**config.mk**
```make
export PLATFORM = sky130hd
export DESIGN_NAME = disp_spi_regs
export DESIGN_NICKNAME = d
export VERILOG_FILES = /design/src/rtl/disp_spi_pkg.sv /design/src/rtl/disp_spi_sync.sv /design/src/rtl/disp_spi_frame.sv /design/src/rtl/disp_spi_regfile.sv /design/src/rtl/disp_spi_regs.sv
export SDC_FILE = /design/constraint.sdc
export NUM_CORES = 1
export LEC_CHECK = 0
export CAP_MARGIN = 20
export CORE_MARGIN = 2
export CORE_UTILIZATION = 61
export CTS_CLUSTER_DIAMETER = 200
export DETAILED_ROUTE_END_ITERATION = 8
export DONT_BUFFER_PORTS = 1
export PLACE_DENSITY = 0.79
export SYNTH_ARGS = -nofsm -noshare
export SYNTH_HDL_FRONTEND = slang
export SYNTH_HIERARCHICAL = 1
export SYNTH_SLANG_ARGS = --single-unit
```
**constraint.sdc**
```tcl
create_clock -name clk_i -period 5.05 [get_ports clk_i]
set_input_delay 1.01 -clock clk_i [delete_from_list [all_inputs] [get_ports clk_i]]
set_output_delay 1.01 -clock clk_i [all_outputs]
set_load 0.02 [all_outputs]
```
**src/rtl/disp_spi_pkg.sv**
```systemverilog
package disp_spi_pkg;
  localparam int ADDR_W = 6;
  localparam int DATA_W = 8;
  localparam int RES_W  = 3;

  localparam logic [ADDR_W-1:0] A_TEST = 6'h00;
  localparam logic [ADDR_W-1:0] A_ID   = 6'h01;
  localparam logic [ADDR_W-1:0] A_CFG  = 6'h02;
  localparam logic [ADDR_W-1:0] A_PWR  = 6'h03;

  localparam int PWR_ACT_BIT = 0;
  localparam int PWR_SW_BIT  = 7;
endpackage

```
**src/rtl/disp_spi_sync.sv**
```systemverilog
module disp_spi_sync #(
  parameter int          N       = 3,
  parameter logic [N-1:0] RST_VAL = '0
) (
  input  logic         clk_i,
  input  logic         rst_ni,
  input  logic [N-1:0] d_i,
  output logic [N-1:0] q_o
);
  for (genvar g = 0; g < N; g++) begin : g_sync
    logic s0_q, s1_q;
    always_ff @(posedge clk_i or negedge rst_ni) begin
      if (!rst_ni) begin
        s0_q <= RST_VAL[g];
        s1_q <= RST_VAL[g];
      end else begin
        s0_q <= d_i[g];
        s1_q <= s0_q;
      end
    end
    assign q_o[g] = s1_q;
  end
endmodule

```
**src/rtl/disp_spi_frame.sv**
```systemverilog
module disp_spi_frame
  import disp_spi_pkg::*;
(
  input  logic              clk_i,
  input  logic              rst_ni,
  input  logic              cs_n_s_i,
  input  logic              sck_s_i,
  input  logic              sdi_s_i,
  input  logic [DATA_W-1:0] rd_data_i,
  output logic [ADDR_W-1:0] addr_o,
  output logic              wr_en_o,
  output logic [DATA_W-1:0] wr_data_o,
  output logic              sdo_o,
  output logic              oe_o
);
  localparam int HDR_W     = ADDR_W + 1;
  localparam int DATA_FST  = ADDR_W + 2;
  localparam int FRAME_LEN = DATA_FST + DATA_W;
  localparam int CNT_W     = $clog2(FRAME_LEN + 1);
  localparam logic [CNT_W-1:0] C_HDR  = CNT_W'(HDR_W);
  localparam logic [CNT_W-1:0] C_DFST = CNT_W'(DATA_FST);
  localparam logic [CNT_W-1:0] C_LAST = CNT_W'(FRAME_LEN - 1);
  localparam logic [CNT_W-1:0] C_END  = CNT_W'(FRAME_LEN);

  logic             sck_q;
  logic             rise, fall;
  logic [CNT_W-1:0] cnt_q;
  logic [HDR_W-1:0] hdr_q;
  logic [DATA_W-1:0] wsh_q, osh_q;
  logic             in_data;

  assign rise    = sck_s_i & ~sck_q;
  assign fall    = ~sck_s_i & sck_q;
  assign in_data = (cnt_q >= C_DFST) && (cnt_q < C_END);
  assign addr_o  = hdr_q[HDR_W-1:1];
  assign sdo_o   = osh_q[DATA_W-1];

  always_ff @(posedge clk_i or negedge rst_ni) begin
    if (!rst_ni) begin
      sck_q     <= 1'b0;
      cnt_q     <= '0;
      hdr_q     <= '0;
      wsh_q     <= '0;
      osh_q     <= '0;
      oe_o      <= 1'b0;
      wr_en_o   <= 1'b0;
      wr_data_o <= '0;
    end else begin
      sck_q   <= sck_s_i;
      wr_en_o <= 1'b0;
      if (cs_n_s_i) begin
        cnt_q <= '0;
        oe_o  <= 1'b0;
      end else begin
        if (rise) begin
          if (cnt_q < C_HDR) hdr_q <= {hdr_q[HDR_W-2:0], sdi_s_i};
          if (in_data) wsh_q <= {wsh_q[DATA_W-2:0], sdi_s_i};
          if (cnt_q == C_LAST && !hdr_q[0]) begin
            wr_en_o   <= 1'b1;
            wr_data_o <= {wsh_q[DATA_W-2:0], sdi_s_i};
          end
          if (cnt_q < C_END) cnt_q <= cnt_q + 1'b1;
        end
        if (fall) begin
          if (hdr_q[0] && in_data) begin
            oe_o  <= 1'b1;
            osh_q <= (cnt_q == C_DFST) ? rd_data_i : {osh_q[DATA_W-2:0], 1'b0};
          end else begin
            oe_o <= 1'b0;
          end
        end
      end
    end
  end

  // enable run length within one frame
  logic [CNT_W-1:0] oe_run_q;
  always_ff @(posedge clk_i or negedge rst_ni) begin
    if (!rst_ni)       oe_run_q <= '0;
    else if (cs_n_s_i) oe_run_q <= '0;
    else if (fall && oe_o) oe_run_q <= oe_run_q + 1'b1;
  end

  assert_oe_window_R2: assert property (@(posedge clk_i) disable iff (!rst_ni)
    oe_run_q <= CNT_W'(DATA_W));
  assert_oe_off_deselect_R8: assert property (@(posedge clk_i) disable iff (!rst_ni)
    cs_n_s_i |=> !oe_o);
  assert_write_single_R1: assert property (@(posedge clk_i) disable iff (!rst_ni)
    wr_en_o |=> !wr_en_o);
  assert_no_drive_on_write_R1: assert property (@(posedge clk_i) disable iff (!rst_ni)
    wr_en_o |-> !oe_o);
endmodule

```
**src/rtl/disp_spi_regfile.sv**
```systemverilog
module disp_spi_regfile
  import disp_spi_pkg::*;
#(
  parameter logic [3:0] ID_CODE = 4'h3,
  parameter logic [3:0] VERSION = 4'h1
) (
  input  logic              clk_i,
  input  logic              rst_ni,
  input  logic [ADDR_W-1:0] addr_i,
  input  logic              we_i,
  input  logic [DATA_W-1:0] wdata_i,
  output logic [DATA_W-1:0] rdata_o,
  input  logic [RES_W-1:0]  strap_res_i,
  input  logic              strap_active_i,
  output logic [RES_W-1:0]  res_o,
  output logic              active_o
);
  logic [DATA_W-1:0]       test_q, pwr_q;
  logic [DATA_W-RES_W-1:0] cfg_hi_q;
  logic [RES_W-1:0]        res_q;
  logic                    sw_ctl;

  assign sw_ctl   = pwr_q[PWR_SW_BIT];
  assign res_o    = res_q;
  assign active_o = pwr_q[PWR_ACT_BIT];

  always_ff @(posedge clk_i or negedge rst_ni) begin
    if (!rst_ni) begin
      test_q   <= '0;
      cfg_hi_q <= '0;
      res_q    <= '0;
      pwr_q    <= '0;
    end else begin
      if (we_i && addr_i == A_TEST) test_q <= wdata_i;
      if (we_i && addr_i == A_CFG) cfg_hi_q <= wdata_i[DATA_W-1:RES_W];
      if (!sw_ctl) res_q <= strap_res_i;
      else if (we_i && addr_i == A_CFG) res_q <= wdata_i[RES_W-1:0];
      if (we_i && addr_i == A_PWR) pwr_q <= wdata_i;
      else if (!sw_ctl) pwr_q[PWR_ACT_BIT] <= strap_active_i;
    end
  end

  always_comb begin
    case (addr_i)
      A_TEST:  rdata_o = test_q;
      A_ID:    rdata_o = {ID_CODE, VERSION};
      A_CFG:   rdata_o = {cfg_hi_q, res_q};
      A_PWR:   rdata_o = pwr_q;
      default: rdata_o = '0;
    endcase
  end

  assert_hw_res_follow_R5: assert property (@(posedge clk_i) disable iff (!rst_ni)
    !sw_ctl |=> res_o == $past(strap_res_i));
  assert_sw_res_hold_R7: assert property (@(posedge clk_i) disable iff (!rst_ni)
    (sw_ctl && !(we_i && addr_i == A_CFG)) |=> $stable(res_o));
  assert_sw_act_hold_R7: assert property (@(posedge clk_i) disable iff (!rst_ni)
    (sw_ctl && !(we_i && addr_i == A_PWR)) |=> $stable(active_o));
  assert_test_hold_R3: assert property (@(posedge clk_i) disable iff (!rst_ni)
    !(we_i && addr_i == A_TEST) |=> $stable(test_q));
endmodule

```
**src/rtl/disp_spi_regs.sv**
```systemverilog
module disp_spi_regs
  import disp_spi_pkg::*;
#(
  parameter logic [3:0] ID_CODE = 4'h3,
  parameter logic [3:0] VERSION = 4'h1
) (
  input  logic             clk_i,
  input  logic             rst_ni,
  input  logic             cs_ni,
  input  logic             sck_i,
  input  logic             sdio_i,
  output logic             sdio_o,
  output logic             sdio_oe_o,
  input  logic [RES_W-1:0] strap_res_i,
  input  logic             strap_active_i,
  output logic [RES_W-1:0] res_o,
  output logic             active_o
);
  logic [2:0]        bus_s;
  logic [ADDR_W-1:0] addr;
  logic              wr_en;
  logic [DATA_W-1:0] wr_data, rd_data;

  disp_spi_sync #(.N(3), .RST_VAL(3'b100)) i_sync (
    .clk_i  (clk_i),
    .rst_ni (rst_ni),
    .d_i    ({cs_ni, sck_i, sdio_i}),
    .q_o    (bus_s)
  );

  disp_spi_frame i_frame (
    .clk_i     (clk_i),
    .rst_ni    (rst_ni),
    .cs_n_s_i  (bus_s[2]),
    .sck_s_i   (bus_s[1]),
    .sdi_s_i   (bus_s[0]),
    .rd_data_i (rd_data),
    .addr_o    (addr),
    .wr_en_o   (wr_en),
    .wr_data_o (wr_data),
    .sdo_o     (sdio_o),
    .oe_o      (sdio_oe_o)
  );

  disp_spi_regfile #(.ID_CODE(ID_CODE), .VERSION(VERSION)) i_regs (
    .clk_i          (clk_i),
    .rst_ni         (rst_ni),
    .addr_i         (addr),
    .we_i           (wr_en),
    .wdata_i        (wr_data),
    .rdata_o        (rd_data),
    .strap_res_i    (strap_res_i),
    .strap_active_i (strap_active_i),
    .res_o          (res_o),
    .active_o       (active_o)
  );
endmodule

```
Word level (Yosys, flattened, before mapping)

Index checks and enable logic that the tools add are counted.

Register bits: 68
Word-level logic and storage cells: 66
Input bits: 9

$lt $le $gt $ge: 3
Reductions and logical operators: 16
Bitwise logic cells: 5
Add/sub/neg operators: 1
Equality and inequality tests: 7
Muxes and demuxes: 15

Operators by type and width:

| operator                                                                      | count |
|---|---|
| 8-bit one-hot mux with 4 select lines                                         | 1 |
| 5-bit two-way mux                                                             | 3 |
| 6-bit by 2-bit equality test with 1-bit output (second input constant)        | 2 |
| 3-bit AND reduction                                                           | 4 |
| 5-bit by 4-bit equality test with 1-bit output (second input constant)        | 2 |
| 1-bit two-way mux                                                             | 8 |
| 8-bit two-way mux                                                             | 1 |
| 6-bit by 1-bit equality test with 1-bit output (second input constant)        | 1 |
| 1-bit logical AND                                                             | 6 |
| 6-bit logical NOT                                                             | 1 |
| 3-bit two-way mux                                                             | 2 |
| 2-bit nonzero test                                                            | 3 |
| 5-bit by 1-bit adder with 5-bit output (second input constant)                | 1 |
| 5-bit by 4-bit >= comparator with 1-bit output (second input constant)        | 1 |
| 5-bit by 3-bit less-than comparator with 1-bit output (second input constant) | 1 |
| 5-bit less-than comparator (second input constant)                            | 1 |
| 2-bit inequality test (second input constant)                                 | 2 |
| 1-bit NOT                                                                     | 3 |
| 1-bit AND                                                                     | 2 |
| 2-bit AND reduction                                                           | 1 |
| 1-bit logical NOT                                                             | 1 |

Longest topological paths before layout

Gate-level depths: netlist of the first run.

Word-level depth: 6
Mapped depth: 8
Depth with buffers taken out: 5

Hierarchy

Netlist of the first run, hierarchy kept.

Modules (own cells, without submodules):

| module           | times used | area each (sq um) | cells each |
|---|---|---|---|
| disp_spi_frame   | 1          | 1697.9            | 123 |
| disp_spi_regfile | 1          | 1231.2            | 99 |
| disp_spi_sync    | 1          | 175.2             | 9 |

Worst setup path before layout of the first run

Ideal clock, no wire load.

Kind: reg-to-reg
From: reg i_frame.hdr_q[6]
To: reg i_regs.test_q[0]
Stages on the path, launching flop included: 7
Buffers on the path: 3
Setup time: 0.125 ns
Slack: 2.854 ns
Data arrival time: 2.070 ns
Data required time: 4.925 ns
Cells stage by stage: dfrtp_1 -> buf_4 -> or4_4 -> buf_6 -> or4b_4 -> buf_6 -> mux2_4

Longest elaborated chain between the ends: 2

Ends and longest elaborated chain:

| what                     | line                   | text |
|---|---|---|
| start: declaration       | disp_spi_frame.sv:28   | `logic [HDR_W-1:0] hdr_q;` |
| start signal: assignment | disp_spi_frame.sv:56   | `if (cnt_q < C_HDR) hdr_q <= {hdr_q[HDR_W-2:0], sdi_s_i};` |
| 6-bit logical NOT        | disp_spi_regfile.sv:34 | `if (we_i && addr_i == A_TEST) test_q <= wdata_i;` |
| 1-bit logical AND        | disp_spi_regfile.sv:34 |  |
| end signal: assignment   | disp_spi_regfile.sv:34 |  |
| end: declaration         | disp_spi_regfile.sv:18 | `logic [DATA_W-1:0] test_q, pwr_q;` |

Every way passes these cells.
A chain may end at the register's enable or synchronous reset.

Final worst setup path of the first run

From: reg i_frame.hdr_q[5]
To: reg i_regs.test_q[4]

Same word-level chain as after synthesis.

==> results.toml, run 1 <==
[global_route]
grt_pass1_wl_um = 8963
antenna_found_initial = 0
grt_max_degree = 69
grt_usage_pct = 22.17
grt_overflow = 0
busiest_layer = "met2"
met2_usage_pct = 34.11
grt_util_met3_pct = 7.540
grt_pass1_vias = 1847
gr-usage-met1_pct = 28.91

[worst_setup_path]
cpPeakStageDelay_ns = 0.66
crit_required_ns = 5.28
worstPathCellList = "or4_4 -> or4b_4 -> mux2_4"
critPathMaxFanout = 17
crit_family = "simple AND/OR/NAND/NOR gates"
worstSetupPathType = "register to register"
end_kind = "register"
worst_setup_path_start_kind = "register"
critPathBufInv = 0
arrival_ns = 2.39
cpMaxStageDelayCell = "or4b_4"

[synth]
yosys.cell_types.count = 41
synth.area.mux_share_pct = 24.79
synthesis.nets = 243
synth_flop_cell = "dfrtp_1"
async_flop_share_pct = 100.0
ys_ff_latch = 68
synth_cells = 231
synth-edff-count = 0
synth-compound-area-share_pct = 5.159
synth_top_family_by_area = "multiplexers"
synth-adder-area-share_pct = 1.209
avgSynthCellArea_um2 = 13.44
synthSimpleGateAreaFrac_pct = 8.061
synth_xor_xnor_area_share_pct = 0.2821
yosys_warnings = 6
ys_seq_area_share_pct = 54.90
syn_area_um2 = 3104

[floorplan]
dieArea_um2 = 5675
die_h_um = 75.34
die_x_um = 75.34
ios = 15
rows = 25
start_util_pct = 64.44
core-area_um2 = 4817

[placement]
hpwl_um = 3677
numPortBuffers = 0
place_congestion = 0.8080

[final_layout]
drive_above_1_share_pct = 38.43
antenna_cells = 0
multiInputGateArea_um2 = 1226
seq_area_um2 = 1704
fillers = 361
area_growth_syn_to_layout_pct = 5.522
post-route-util_pct = 68.00
fin_nets = 236

[route]
dr.pass1.iters = 4
dr_total_vias = 1737
drtIter0Drc = 120
wl_um = 5298
vias_per_cell = 5.868
drc = 0
ant_nets = 0
avgRoutedWirePerCell_um = 17.90

[sta]
setup_viol = 0
max_slew.worst_pin.slew_ns = 0.6372
final.setup.tns_ns = 0
finalClockSkew_ns = 0.006768
rsz0062_at_grt = "false"
drv_slew = 0
min_period_over_period_pct = 42.82
period_needed_ns = 2.163
maxSlewHeadroom_pct = 57.52
hold_viol_final = 0
max_freq_mhz = 462.4

[power]
p_int_mw = 0.9133
combPwrFrac_pct = 8.5
pwr-share-clk_pct = 39.9
peakVddDrop_uv = 238.7
swShare_pct = 24.65
power_frac_seq_pct = 51.6
p_leak_nw = 1.569
p_sw_mw = 0.2988
power.density_nw_per_um2 = 370.0

[outcome]
status = "completed"

[clocking]
cts_sinks = 68
cts_resized = 0
hold_buffers = 0
path_clk_slew_ns = 0.07
numCtsBuffers = 9
cts_buffer_depth = 2
cts_tree = "done"
clkLatencyLatePin_ns = 0.34
root_buffer = "clkbuf_8"
htree_levels = 3
post_cts_buffers = 0

[worst_hold_path]
hold_class = "input port to async pin"

[run]
maxCapViolCount = 0
## cells by family (layout without fill, tap and decap cells)
logic type               after synthesis  in the layout
AND/OR/NAND/NOR                       39             39
flip-flops                            68             68
XOR/XNOR                               1              1
multiplexers                          66             66
adder cells (fa/ha/maj)                3              3
AO/OA/AOI/OAI                         25             25
buffers and inverters                 29             27
## routing by layer
layer | routed length, um | part of all wire (%) | up-vias
li1 | - | - | 793
met1 | 2415 | 46 | 897
met2 | 2558 | 48 | 37
met3 | 211 | 4.0 | 10
met4 | 112 | 2.1 | 0
met5 | 0 | 0 | -
## stage by stage
step / hold WS [ns] / area (um^2) / power (mW) / worst slack (ns) / instances
global route: 0.3305 / 3276 / 1.265 / 2.836 / 296
finish: 0.3551 / 3276 / 1.212 / 2.887 / 296
global placement: 0.3323 / 3059 / 0.7251 / 2.966 / 280
detailed placement: 0.3395 / 3059 / 0.7337 / 2.919 / 280
CTS: 0.3433 / 3276 / 1.220 / 2.888 / 296
floorplan: 0.3312 / 3104 / 0.7515 / 2.854 / 231
## sequential cells by signal, summed over array words and instances, names as in the netlist, 3 cells and up
name                count
i_frame/cnt_q           5
i_frame/hdr_q           7
i_frame/osh_q           8
i_frame/wr_data_o       8
i_frame/wsh_q           7
i_regs/cfg_hi_q         5
i_regs/pwr_q            8
i_regs/res_o            3
i_regs/test_q           8
i_sync/g_sync.s0_q      3
i_sync/g_sync.s1_q      3
## cells in the final DEF (no fill, tap or decap), drive strengths merged, types with 2 or more instances in the layout
cell type,netlist,final
a211oi,3,3
a21oi,6,6
a22oi,5,5
bufinv,0,2
clkbuf,5,11
clkinv,0,3
dfrtp,66,66
dfstp,2,2
ha,3,3
inv,10,10
mux2,63,63
mux2i,3,3
nand2,3,3
nand3,4,4
nand3b,2,2
nor2,13,13
nor3,3,3
nor3b,2,2
o21ai,6,6
o31a,2,2
or3,2,2
## area by class of cell
cell class	instances	area share (%)
multi-input cells	134	37.43
inverters	10	1.146
clock buffers	11	4.316
repair buffers	1	0.2292
well taps	67	2.559
clock inverters	5	2.292
flip-flops and latches	68	52.02
## worst register-to-register path: cells and delay by family (launching register included)
family           cells  cell delay (ns)
AND/OR/NAND/NOR      2             1.31
multiplexers         1             0.34
flip-flops           1             0.40
## path summary, 6_finish.rpt
check | from | endpoint | slack [ns] | depth (start not counted)
min reg2reg | i_sync/g_sync[2].s0_q | i_sync/g_sync[2].s1_q | 0.36 | 0
min in group clk_i | i_sync/g_sync[2].s0_q | i_sync/g_sync[2].s1_q | 0.36 | 0
max reg2reg | i_frame/hdr_q[5] | i_regs/test_q[4] | 2.89 | 3
max in group asynchronous | rst_ni | i_sync/g_sync[2].s0_q | 4.48 | 0
min | rst_ni | i_regs/res_o[1] | 0.36 | 0
max | i_frame/hdr_q[5] | i_regs/test_q[4] | 2.89 | 3
## Yosys cell counts (all sizes together) (3+ instances only)
library cell | instances | area share [%]
a211oi | 3 | 0.73
a21oi | 6 | 0.97
a22oi | 5 | 1.2
buf | 14 | 3.8
clkbuf | 5 | 0.60
dfrtp | 66 | 53
ha | 3 | 1.2
inv | 10 | 1.2
mux2 | 63 | 24
mux2i | 3 | 0.97
nand2 | 3 | 0.44
nand3 | 4 | 0.81
nor2 | 13 | 1.6
nor3 | 3 | 0.48
o21ai | 6 | 0.97
## power groups by stage
| stage | sequential [mW] | combinational, mW | clock [mW] |
|---|---|---|---|
| floorplan | 0.599 | 0.152 | 0 |
| global placement | 0.630 | 0.0953 | 0 |
| detailed placement | 0.634 | 0.0999 | 0 |
| CTS | 0.625 | 0.102 | 0.494 |
| global route | 0.632 | 0.112 | 0.521 |
| finish | 0.625 | 0.103 | 0.484 |
Note: power is estimated with default switching activity, not from simulation.
==> inputs of run 2 (changes only) <==
==> constraint.sdc (replaced) <==
create_clock -name clk_i -period 2.2 [get_ports clk_i]
set_input_delay 0.44 -clock clk_i [delete_from_list [all_inputs] [get_ports clk_i]]
set_output_delay 0.44 -clock clk_i [all_outputs]
set_load 0.02 [all_outputs]
==> results.toml, run 2 (synthesis results as in run 1) <==
[floorplan]
dieArea_um2 = 5675
core-area_um2 = 4817
start_util_pct = 64.44
die_h_um = 75.34
die_x_um = 75.34
rows = 25
ios = 15

[power]
peakVddDrop_uv = 444.3
p_leak_nw = 1.593
power_frac_seq_pct = 50.6
p_int_mw = 2.029
pwr-share-clk_pct = 37.5
p_sw_mw = 0.7549
swShare_pct = 27.11
combPwrFrac_pct = 12.0
power.density_nw_per_um2 = 833.1

[placement]
hpwl_um = 3923
numPortBuffers = 0
dp_slack_ns = 0.2044
place_congestion = 0.8443

[worst_setup_path]
end_kind = "register"
critPathBufInv = 0
worst_setup_path_start_kind = "register"
cpMaxStageDelayCell = "or4b_4"
r2r_end = "i_regs/test_q[3]"
reg2reg_slack_ns = 0.20
worstSetupPathType = "register to register"
cpPeakStageDelay_ns = 0.64
worstPathCellList = "or4_4 -> or4b_4 -> mux2_4"
worstRegToRegCells = 3
crit_family = "simple AND/OR/NAND/NOR gates"
crit_required_ns = 2.42
critPathMaxFanout = 8
arrival_ns = 2.22
r2r-start = "i_frame/hdr_q[5]"

[clocking]
cts_tree = "done"
htree_levels = 3
root_buffer = "clkbuf_8"
path_clk_slew_ns = 0.07
cts_sinks = 68
numCtsBuffers = 9
cts_buffer_depth = 2
clkLatencyLatePin_ns = 0.34
cts_resized = 0

[sta]
period_needed_ns = 2.001
max_freq_mhz = 499.8
min_period_over_period_pct = 90.94
final.setup.tns_ns = 0
setup_viol = 0
rsz0062_at_grt = "false"
drv_slew = 0
max_slew.worst_pin.slew_ns = 0.4203
fin_ws_ns = 0.1994
maxSlewHeadroom_pct = 71.98
finalClockSkew_ns = 0.008309
hold_viol_final = 0

[worst_hold_path]
hold_depth = 0
min_to = "i_sync/g_sync[2].s0_q"
hold_class = "input port to register"
worstHoldStart = "cs_ni"

[route]
ant_nets = 0
dr_total_vias = 1775
avgRoutedWirePerCell_um = 18.46
wl_um = 5593
drtIter0Drc = 170
drc = 0
dr.pass1.iters = 4
vias_per_cell = 5.858

[run]
maxCapViolCount = 0

[final_layout]
fin_nets = 243
final_common_cell = "dfrtp_1"
fillers = 355
seq_area_um2 = 1704
multiInputGateArea_um2 = 1226
area_growth_syn_to_layout_pct = 7.658
antenna_cells = 0
drive_above_1_share_pct = 40.25
mostFrequentLayoutCells = "dfrtp_1 (66), mux2_2 (55), nor2_1 (13)"

[global_route]
grt_usage_pct = 23.49
grt_max_degree = 69
antenna_found_initial = 0
grt_overflow = 0
grt_pass1_vias = 1895
grt_pass1_wl_um = 9446

[outcome]
status = "completed"
-- run 2: worst reg2reg max path, delay by kind of cell (launching register included) --
kind,cells,cell delay (ns)
flip-flops,1,0.40
multiplexers,1,0.34
AND/OR/NAND/NOR,2,1.16
-- run 2: repair_timing --
item	CTS	global route
setup endpoints to repair	0	0
setup buffers	0	0
endpoints found under the hold margin	68	0
hold buffers	2	0
-- run 2: cell type report --
class / count / area share [%]
Inverter: 10 / 1.123
Clock inverter: 6 / 2.097
Multi-Input combinational cell: 134 / 36.69
Sequential cell: 68 / 50.99
Timing Repair Buffer: 8 / 2.471
Tap cell: 67 / 2.508
Clock buffer: 10 / 4.118
-- run 2: power groups by stage --
stage | registers, mW | clock network [mW] | logic [mW]
final | 1.41 | 1.04 | 0.333
after global routing | 1.42 | 1.13 | 0.363
after CTS | 1.41 | 1.07 | 0.330
after floorplan | 1.38 | 0 | 0.349
after detailed placement | 1.43 | 0 | 0.298
after global placement | 1.42 | 0 | 0.276
-- run 2: layer usage --
metal  up-vias  GRT usage (%)  part of all wire, %
met5         -              0                    0
li1        813              -                    -
met2        46          39.03                   52
met4         0          8.967                  1.7
met1       908          28.70                   42
met3         8          7.672                  3.9
-- run 2: how the worst max path moves through the flow --
stage	to	from	cells past startpoint
6_report	i_regs/test_q[3]	i_frame/hdr_q[5]	3
5_1_grt	i_regs/cfg_hi_q[3]	i_frame/hdr_q[6]	4
4_1_cts	i_regs/test_q[3]	i_frame/hdr_q[5]	3
3_5_place_dp	i_regs/test_q[3]	i_frame/hdr_q[5]	3
3_3_place_gp	i_regs/test_q[5]	i_frame/hdr_q[6]	3
2_1_floorplan	i_regs/test_q[0]	i_frame/hdr_q[6]	6
-- run 2: metrics by stage --
| step | cells | utilization, % | power, mW | instance area [um^2] | hold WS [ns] |
|---|---|---|---|---|---|
| global route | 303 | 69.38 | 2.916 | 3342 | 0.06143 |
| floorplan | 231 | - | 1.725 | 3104 | 0.1444 |
| CTS | 303 | 69.38 | 2.805 | 3342 | 0.06919 |
| global placement | 285 | 64.29 | 1.699 | 3097 | 0.1461 |
| detailed placement | 285 | 64.29 | 1.730 | 3097 | 0.1457 |
| finish | 303 | 69.38 | 2.784 | 3342 | 0.08783 |
==> inputs of run 3 (changes only) <==
--- a/config.mk
+++ b/config.mk
@@ -5,6 +5,7 @@
 export SDC_FILE = /design/constraint.sdc
 export NUM_CORES = 1
 export LEC_CHECK = 0
+export ABC_CLOCK_PERIOD_IN_PS = 2200
 export CAP_MARGIN = 20
 export CORE_MARGIN = 2
 export CORE_UTILIZATION = 61
==> results of run 3 <==
Final layout, timing and power as in run 2 (identical DEF).
